[src/rtl/pe_pkg.sv]
package pe_pkg;
    localparam int ADDR_W = 6;
    localparam logic [ADDR_W-1:0] A_BASE = 6'h10;
    localparam logic [1:0] PG_VTAB = 2'd2;
    localparam logic [1:0] PG_TTAB = 2'd3;
endpackage

[src/rtl/pe_evt_counter.sv]
module pe_evt_counter #(
    parameter int EV_W  = 5,
    parameter int CNT_W = 8
) (
    input  logic             clk,
    input  logic             rst_n,
    input  logic [EV_W-1:0]  ev,
    input  logic             clr,
    output logic [CNT_W-1:0] total
);
    localparam logic [CNT_W:0] MAXV = {1'b0, {CNT_W{1'b1}}};

    logic [CNT_W-1:0] cnt_d, cnt_q;
    logic [CNT_W:0]   ev_x, sum;

    always_comb begin
        ev_x = '0;
        ev_x[EV_W-1:0] = ev;
        sum = {1'b0, cnt_q} + ev_x;
        total = (sum > MAXV) ? {CNT_W{1'b1}} : sum[CNT_W-1:0];
        cnt_d = clr ? '0 : total;
    end

    always_ff @(posedge clk) begin
        if (!rst_n) cnt_q <= '0;
        else        cnt_q <= cnt_d;
    end

    a_r1_restart: assert property (@(posedge clk) disable iff (!rst_n)
        clr |=> cnt_q == '0);
    a_r2_pinned: assert property (@(posedge clk) disable iff (!rst_n)
        (cnt_q == {CNT_W{1'b1}} && !clr) |=> cnt_q == {CNT_W{1'b1}});
endmodule

[src/rtl/pe_leak_scale.sv]
module pe_leak_scale #(
    parameter int BASE_W = 12,
    parameter int LUT_W  = 8,
    parameter int FRAC   = 6,
    parameter int PWR_W  = 16
) (
    input  logic [BASE_W-1:0] base,
    input  logic [LUT_W-1:0]  vmul,
    input  logic [LUT_W-1:0]  tmul,
    output logic [PWR_W-1:0]  leak
);
    localparam int WL = BASE_W + 2*LUT_W + PWR_W;
    localparam logic [WL-1:0] PMAX = WL'({PWR_W{1'b1}});

    logic [WL-1:0] prod, scaled;

    always_comb begin
        prod   = WL'(base) * WL'(vmul) * WL'(tmul);
        scaled = prod >> (2*FRAC);
        leak   = (scaled > PMAX) ? {PWR_W{1'b1}} : scaled[PWR_W-1:0];
    end
endmodule

[src/rtl/pwr_est_top.sv]
module pwr_est_top
    import pe_pkg::*;
#(
    parameter int NCORE    = 2,
    parameter int EV_W     = 5,
    parameter int CNT_W    = 8,
    parameter int WGT_W    = 8,
    parameter int PWR_W    = 16,
    parameter int BASE_W   = 12,
    parameter int LUT_W    = 8,
    parameter int FRAC     = 6,
    parameter int VC_W     = 2,
    parameter int TC_W     = 2,
    parameter int INTERVAL = 16
) (
    input  logic                    clk,
    input  logic                    rst_n,
    input  logic [NCORE*EV_W-1:0]   core_ev,
    input  logic [EV_W-1:0]         gfx_ev,
    input  logic [EV_W-1:0]         io_ev,
    input  logic [VC_W-1:0]         vcode,
    input  logic [TC_W-1:0]         tcode,
    input  logic                    wr_en,
    input  logic [5:0]              wr_addr,
    input  logic [BASE_W-1:0]       wr_data,
    input  logic [5:0]              rd_addr,
    output logic [PWR_W-1:0]        rd_data,
    output logic                    est_valid
);
    localparam int ND     = NCORE + 2;
    localparam int VN     = 1 << VC_W;
    localparam int TN     = 1 << TC_W;
    localparam int TICK_W = $clog2(INTERVAL);
    localparam int WM     = PWR_W + CNT_W + WGT_W;
    localparam int WS     = PWR_W + $clog2(ND + 1) + 1;
    localparam logic [TICK_W-1:0] LAST = TICK_W'(INTERVAL - 1);

    typedef struct packed {
        logic [TICK_W-1:0]             tick;
        logic                          valid;
        logic [ND-1:0][PWR_W-1:0]      dom;
        logic [PWR_W-1:0]              leak;
        logic [PWR_W-1:0]              pkg;
        logic [ND-1:0][WGT_W-1:0]      wgt;
        logic [BASE_W-1:0]             base;
        logic [VN-1:0][LUT_W-1:0]      vtab;
        logic [TN-1:0][LUT_W-1:0]      ttab;
    } st_t;

    st_t s_d, s_q;

    logic                          boundary;
    logic [ND-1:0][EV_W-1:0]       ev_all;
    logic [ND-1:0][CNT_W-1:0]      cnt_tot;
    logic [ND-1:0][PWR_W-1:0]      dom_nx;
    logic [PWR_W-1:0]              leak_nx, pkg_nx;
    logic [WM-1:0]                 prod;
    logic [WS-1:0]                 acc;

    assign boundary = (s_q.tick == LAST);

    genvar g;
    generate
        for (g = 0; g < NCORE; g++) begin : g_core
            assign ev_all[g] = core_ev[g*EV_W +: EV_W];
        end
    endgenerate
    assign ev_all[NCORE]   = gfx_ev;
    assign ev_all[NCORE+1] = io_ev;

    generate
        for (g = 0; g < ND; g++) begin : g_cnt
            pe_evt_counter #(.EV_W(EV_W), .CNT_W(CNT_W)) u_cnt (
                .clk   (clk),
                .rst_n (rst_n),
                .ev    (ev_all[g]),
                .clr   (boundary),
                .total (cnt_tot[g])
            );
        end
    endgenerate

    pe_leak_scale #(.BASE_W(BASE_W), .LUT_W(LUT_W), .FRAC(FRAC), .PWR_W(PWR_W)) u_leak (
        .base (s_q.base),
        .vmul (s_q.vtab[vcode]),
        .tmul (s_q.ttab[tcode]),
        .leak (leak_nx)
    );

    always_comb begin
        acc  = WS'(leak_nx);
        prod = '0;
        for (int d = 0; d < ND; d++) begin
            prod = WM'(cnt_tot[d]) * WM'(s_q.wgt[d]);
            dom_nx[d] = (prod > WM'({PWR_W{1'b1}})) ? {PWR_W{1'b1}} : prod[PWR_W-1:0];
            acc = acc + WS'(dom_nx[d]);
        end
        pkg_nx = (acc > WS'({PWR_W{1'b1}})) ? {PWR_W{1'b1}} : acc[PWR_W-1:0];
    end

    always_comb begin
        s_d       = s_q;
        s_d.valid = 1'b0;
        s_d.tick  = boundary ? '0 : s_q.tick + 1'b1;
        if (boundary) begin
            s_d.dom   = dom_nx;
            s_d.leak  = leak_nx;
            s_d.pkg   = pkg_nx;
            s_d.valid = 1'b1;
        end
        if (wr_en) begin
            if (wr_addr < 6'(ND))
                s_d.wgt[wr_addr[$clog2(ND)-1:0]] = wr_data[WGT_W-1:0];
            else if (wr_addr == A_BASE)
                s_d.base = wr_data;
            else if (wr_addr[5:4] == PG_VTAB && wr_addr[3:0] < 4'(VN))
                s_d.vtab[wr_addr[VC_W-1:0]] = wr_data[LUT_W-1:0];
            else if (wr_addr[5:4] == PG_TTAB && wr_addr[3:0] < 4'(TN))
                s_d.ttab[wr_addr[TC_W-1:0]] = wr_data[LUT_W-1:0];
        end
    end

    always_ff @(posedge clk) begin
        if (!rst_n) s_q <= '0;
        else        s_q <= s_d;
    end

    always_comb begin
        rd_data = '0;
        if (rd_addr < 6'(ND))           rd_data = s_q.dom[rd_addr[$clog2(ND)-1:0]];
        else if (rd_addr == 6'(ND))     rd_data = s_q.leak;
        else if (rd_addr == 6'(ND + 1)) rd_data = s_q.pkg;
    end

    assign est_valid = s_q.valid;

    a_r6_one_cycle: assert property (@(posedge clk) disable iff (!rst_n)
        est_valid |=> !est_valid);
    a_r6_phase: assert property (@(posedge clk) disable iff (!rst_n)
        est_valid |-> s_q.tick == '0);
    a_r6_hold: assert property (@(posedge clk) disable iff (!rst_n)
        !s_d.valid |=> $stable(s_q.pkg) && $stable(s_q.leak) && $stable(s_q.dom));
    a_r5_pkg_ge_leak: assert property (@(posedge clk) disable iff (!rst_n)
        est_valid |-> s_q.pkg >= s_q.leak);
    generate
        for (g = 0; g < ND; g++) begin : g_chk
            a_r5_pkg_ge_dom: assert property (@(posedge clk) disable iff (!rst_n)
                est_valid |-> s_q.pkg >= s_q.dom[g]);
        end
    endgenerate
endmodule

[config.mk]
export PLATFORM = sky130hd
export DESIGN_NAME = pwr_est_top
export DESIGN_NICKNAME = d
export VERILOG_FILES = /design/src/rtl/pe_pkg.sv /design/src/rtl/pe_evt_counter.sv /design/src/rtl/pe_leak_scale.sv /design/src/rtl/pwr_est_top.sv
export SDC_FILE = /design/constraint.sdc
export NUM_CORES = 2
export LEC_CHECK = 0
export ABC_AREA = 1
export BUFFER_PORTS_ARGS = -buffer_cell sky130_fd_sc_hd__buf_4
export CORE_UTILIZATION = 43
export DETAILED_ROUTE_END_ITERATION = 8
export PLACE_DENSITY_LB_ADDON = 0.05
export SETUP_SLACK_MARGIN = 0.2
export SLEW_MARGIN = 20
export SYNTH_ARGS = -nofsm -noshare
export SYNTH_HDL_FRONTEND = slang
export SYNTH_SLANG_ARGS = --single-unit
export TNS_END_PERCENT = 50
[constraint.sdc]
create_clock -name clk -period 11.65 [get_ports clk]
set_input_delay 0.5825 -clock clk [delete_from_list [all_inputs] [get_ports clk]]
set_output_delay 0.5825 -clock clk [all_outputs]
set_load 0.01 [all_outputs]
==> results.yml <==
hold_path:
  min-delay-path-class: "input port to flop"
  timing.hold.worst_path_depth: 3
sta:
  finalSetupViolations: 0
  fmax_mhz: 93.9
  post-route-period-util_pct: 91.4
  holdWs_ps: 278
  fin_setup_tns_ps: 0
  rsz0062_at_grt: "false"
  slew_headroom_pct: 31.3
  timing_worst_slew_pin_value_ps: 1030
  timing_max_transition_violations_final: 0
  finClkSkew_ps: 38.7
  final-hold-violation-count: 0
  final_period_minus_worst_setup_slack_ps: 10650
setup_path:
  cp-end-kind: "flop"
  critical_path.startpoint_type: "flop"
  cpMaxStageDelayCell: "fa_1"
  critPathLaunch: "s_q[35]"
  critical_path.max_fanout: 8
  worst_ep_arrival_time_ps: 11120
  r2r_end: "s_q[113]"
  critPathMaxStageDelay_ps: 550
  crit_top_cell: "inv_1"
  rrSetupSlack_ps: 1000
  timing.setup.critical_path_class: "flop to flop"
  critPathRequiredTime_ps: 12120
  ff2ff_path_depth: 48
  worst_r2r_startpoint: "s_q[35]"
  endpoint: "s_q[113]"
clock_network:
  cts.path.max_buffers: 3
  worst_setup_hold_path_clk_slew_ps: 60
  cts_tree: "built"
  ctsRootBufferMaster: "clkbuf_16"
  tritoncts_num_sinks: 241
  clock_latency_ps: 610
  ctsHtreeMaxLevel: 1
  tritoncts.num_buffers: 29
  post_cts_hold_buffer_count: 0
cells_and_area:
  antenna_cells_inserted: 0
  num-nets-final: 4446
  area_delta_synth_final_pct: 8.83
  final_core_utilization_pct: 47.4
  post_route_cells_drive_above_1_share_pct: 5.71
die:
  fp-row-count: 93
  floorplan_die_height_um: 258
  floorplan.core_area_mm2: 0.0646
  die_width_um: 258
  floorplan.io_pins: 68
  floorplan.initialDensity_pct: 43.5
  dieArea_mm2: 0.0664
global_routing:
  groute.layer.met2.usage_pct: 37.4
  pin_count_of_the_biggest_net_entering_global_routing: 87
  grt.overflow.total: 0
  grt_util_all_layers_pct: 24.4
  grt_util_met1_pct: 36.9
  grt_antenna_before_repair: 1
  grt_util_met3_pct: 3.57
  grt_pass1_vias: 22900
  grt_first_pass_wirelength_um: 128000
  grt.busiest_layer: "met2"
yosys:
  synth_warn: 0
  synth_sequential_area_ratio_pct: 17.2
  synthesis.area_mm2: 0.0281
  ys_ff_latch: 241
  postSynth.asyncResetShare_pct: 0
  synthesis.instances: 3741
  synth_edf_count: 0
  synthFlopType: "dfxtp_1"
  synth_cell_types: 53
  syn-num-nets: 4423
  syn_area_per_cell_um2: 7.52
route:
  drt_drc_violations_left: 0
  drt_first_pass_iters: 5
  drt_iter0_drc: 1358
  detail_route.wl_per_cell_um: 17.3
  vias: 23000
  ant_nets: 0
  vias_per_cell: 4.97
  drt-total-wl_um: 80400
power:
  power.leakage_uw: 0.0159
  power_density_mw_per_mm2: 76.2
  power.clock.fraction_pct: 44.0
  max-vdd-ir-drop_mv: 0.104
  power_switching_uw: 733
  share_of_power_burned_in_registers_pct: 37.1
  p_int_uw: 1600
  comb_power_share_pct: 18.9
  netSwitchingFraction_pct: 31.4
place:
  dp_hpwl_um: 64700
  io_buffers: 67
  globalplace.congestion: 0.895
job:
  max-cap-violations: 0
status:
  status: "finished clean"
## power groups by stage
| stage | Sequential, uW | Combinational [uW] | Clock (uW) |
|---|---|---|---|
| 2_1_floorplan | 878 | 291 | 0 |
| 3_3_place_gp | 884 | 440 | 0 |
| 3_5_place_dp | 883 | 440 | 0 |
| 4_1_cts | 865 | 442 | 1050 |
| 5_1_grt | 868 | 494 | 1080 |
| 6_report | 865 | 440 | 1030 |
## cells in the final DEF, fill, tap and decap left out, types with 4 or more instances in the layout
cell type	count
or2_1	6
clkinv_2	6
o2111ai_1	7
fa_1	362
a22o_1	16
xor2_1	61
a31oi_1	5
nand2_1	688
o21ai_1	19
nor2_2	4
dfxtp_1	241
nor3_1	14
xnor2_1	22
nor2_1	488
nand3_1	92
o21ai_2	16
a21oi_1	176
inv_2	6
bufinv_16	7
a21o_1	8
o221ai_1	20
clkbuf_16	29
o21ai_0	232
nand4_1	8
or2_2	10
o21a_1	6
ha_1	269
xor2_2	5
o21bai_1	6
o22ai_1	13
and2_1	6
nand3_2	4
nand2_2	15
inv_1	790
buf_4	85
## how the worst min path moves through the flow
| stage | start | to | slack, ps |
|---|---|---|---|
| 6_report | wr_data[8] | s_q[72] | 280 |
| 5_1_grt | wr_data[8] | s_q[72] | 290 |
| 4_1_cts | wr_data[8] | s_q[72] | 260 |
| 3_5_place_dp | s_q[179] | s_q[179] | 440 |
| 3_3_place_gp | s_q[184] | s_q[184] | 440 |
| 2_1_floorplan | s_q[205] | s_q[205] | 420 |
## critical path, delay by kind of cell, from the launching register on
family	cells	cell delay (ps)
fa+ha+maj	12	5480
compound gates	10	2010
simple gates	15	1560
buf+inv	10	800
flops	1	380
xor+xnor	1	290
## sequential cells by signal, summed over array words and instances (netlist names)
| name | flops |
|---|---|
| s_q | 208 |
| g_cnt.u_cnt.cnt_q | 32 |
| est_valid | 1 |
## cell usage after synthesis (6+ instances only)
cell / instances / area share [%]
inv_2: 6 / 0.080
xnor2_1: 24 / 0.75
xor2_1: 64 / 2.0
inv_1: 790 / 11
or2_2: 10 / 0.22
nand2_2: 13 / 0.29
o21ai_1: 19 / 0.34
or2_1: 6 / 0.13
a21o_1: 8 / 0.21
nand4_1: 8 / 0.18
o22ai_1: 13 / 0.29
o221ai_1: 20 / 0.62
o21bai_1: 6 / 0.16
nor2_1: 489 / 6.5
o21a_1: 6 / 0.16
o21ai_0: 233 / 4.1
a22o_1: 16 / 0.50
ha_1: 269 / 12
dfxtp_1: 241 / 17
o2111ai_1: 7 / 0.22
buf_2: 7 / 0.12
fa_1: 362 / 26
o21ai_2: 15 / 0.47
clkbuf_1: 77 / 1.0
and2_1: 6 / 0.13
nand2_1: 690 / 9.2
a21oi_1: 177 / 3.2
nor3_1: 14 / 0.25
nand3_1: 92 / 1.6
## area by class of cell
cell class              count  area [um2]
multi-input cells        2606       20000
clock buffers              35         778
repair buffers             85         638
inverters                 801        3010
clock inverters            17         284
well taps                 855        1070
fillers                  6675       34000
flip-flops and latches    241        4820
## through the flow
step	total power [uW]	setup WS (ps)	cells	area [um2]
floorplan	1170	1300	3741	28100
global placement	1320	109	4586	29400
detailed placement	1320	102	4586	29400
CTS	2350	627	4638	30500
global route	2440	233	4640	30600
finish	2330	1000	4640	30600
## timing repair
| action | CTS | global route |
|---|---|---|
| buffers inserted | 0 | 1 |
| gates resized for setup | 0 | 13 |
| endpoints found under the setup margin | 0 | 16 |
## kinds of logic after synthesis
family | Yosys count | synth area share (%)
AO/OA/AOI/OAI | 538 | 10.9
XOR/XNOR | 93 | 3.03
adder cells (fa/ha/maj) | 631 | 37.7
buffers and inverters | 895 | 12.1
flip-flops | 241 | 17.2
AND/OR/NAND/NOR | 1343 | 19.1
## metal layers
metal	routed length (um)	part of all wire (%)
met2	34500	43
met5	0	0
met3	4400	5.5
met4	977	1.2
met1	40500	50
Power figures use the tool's default switching activity.
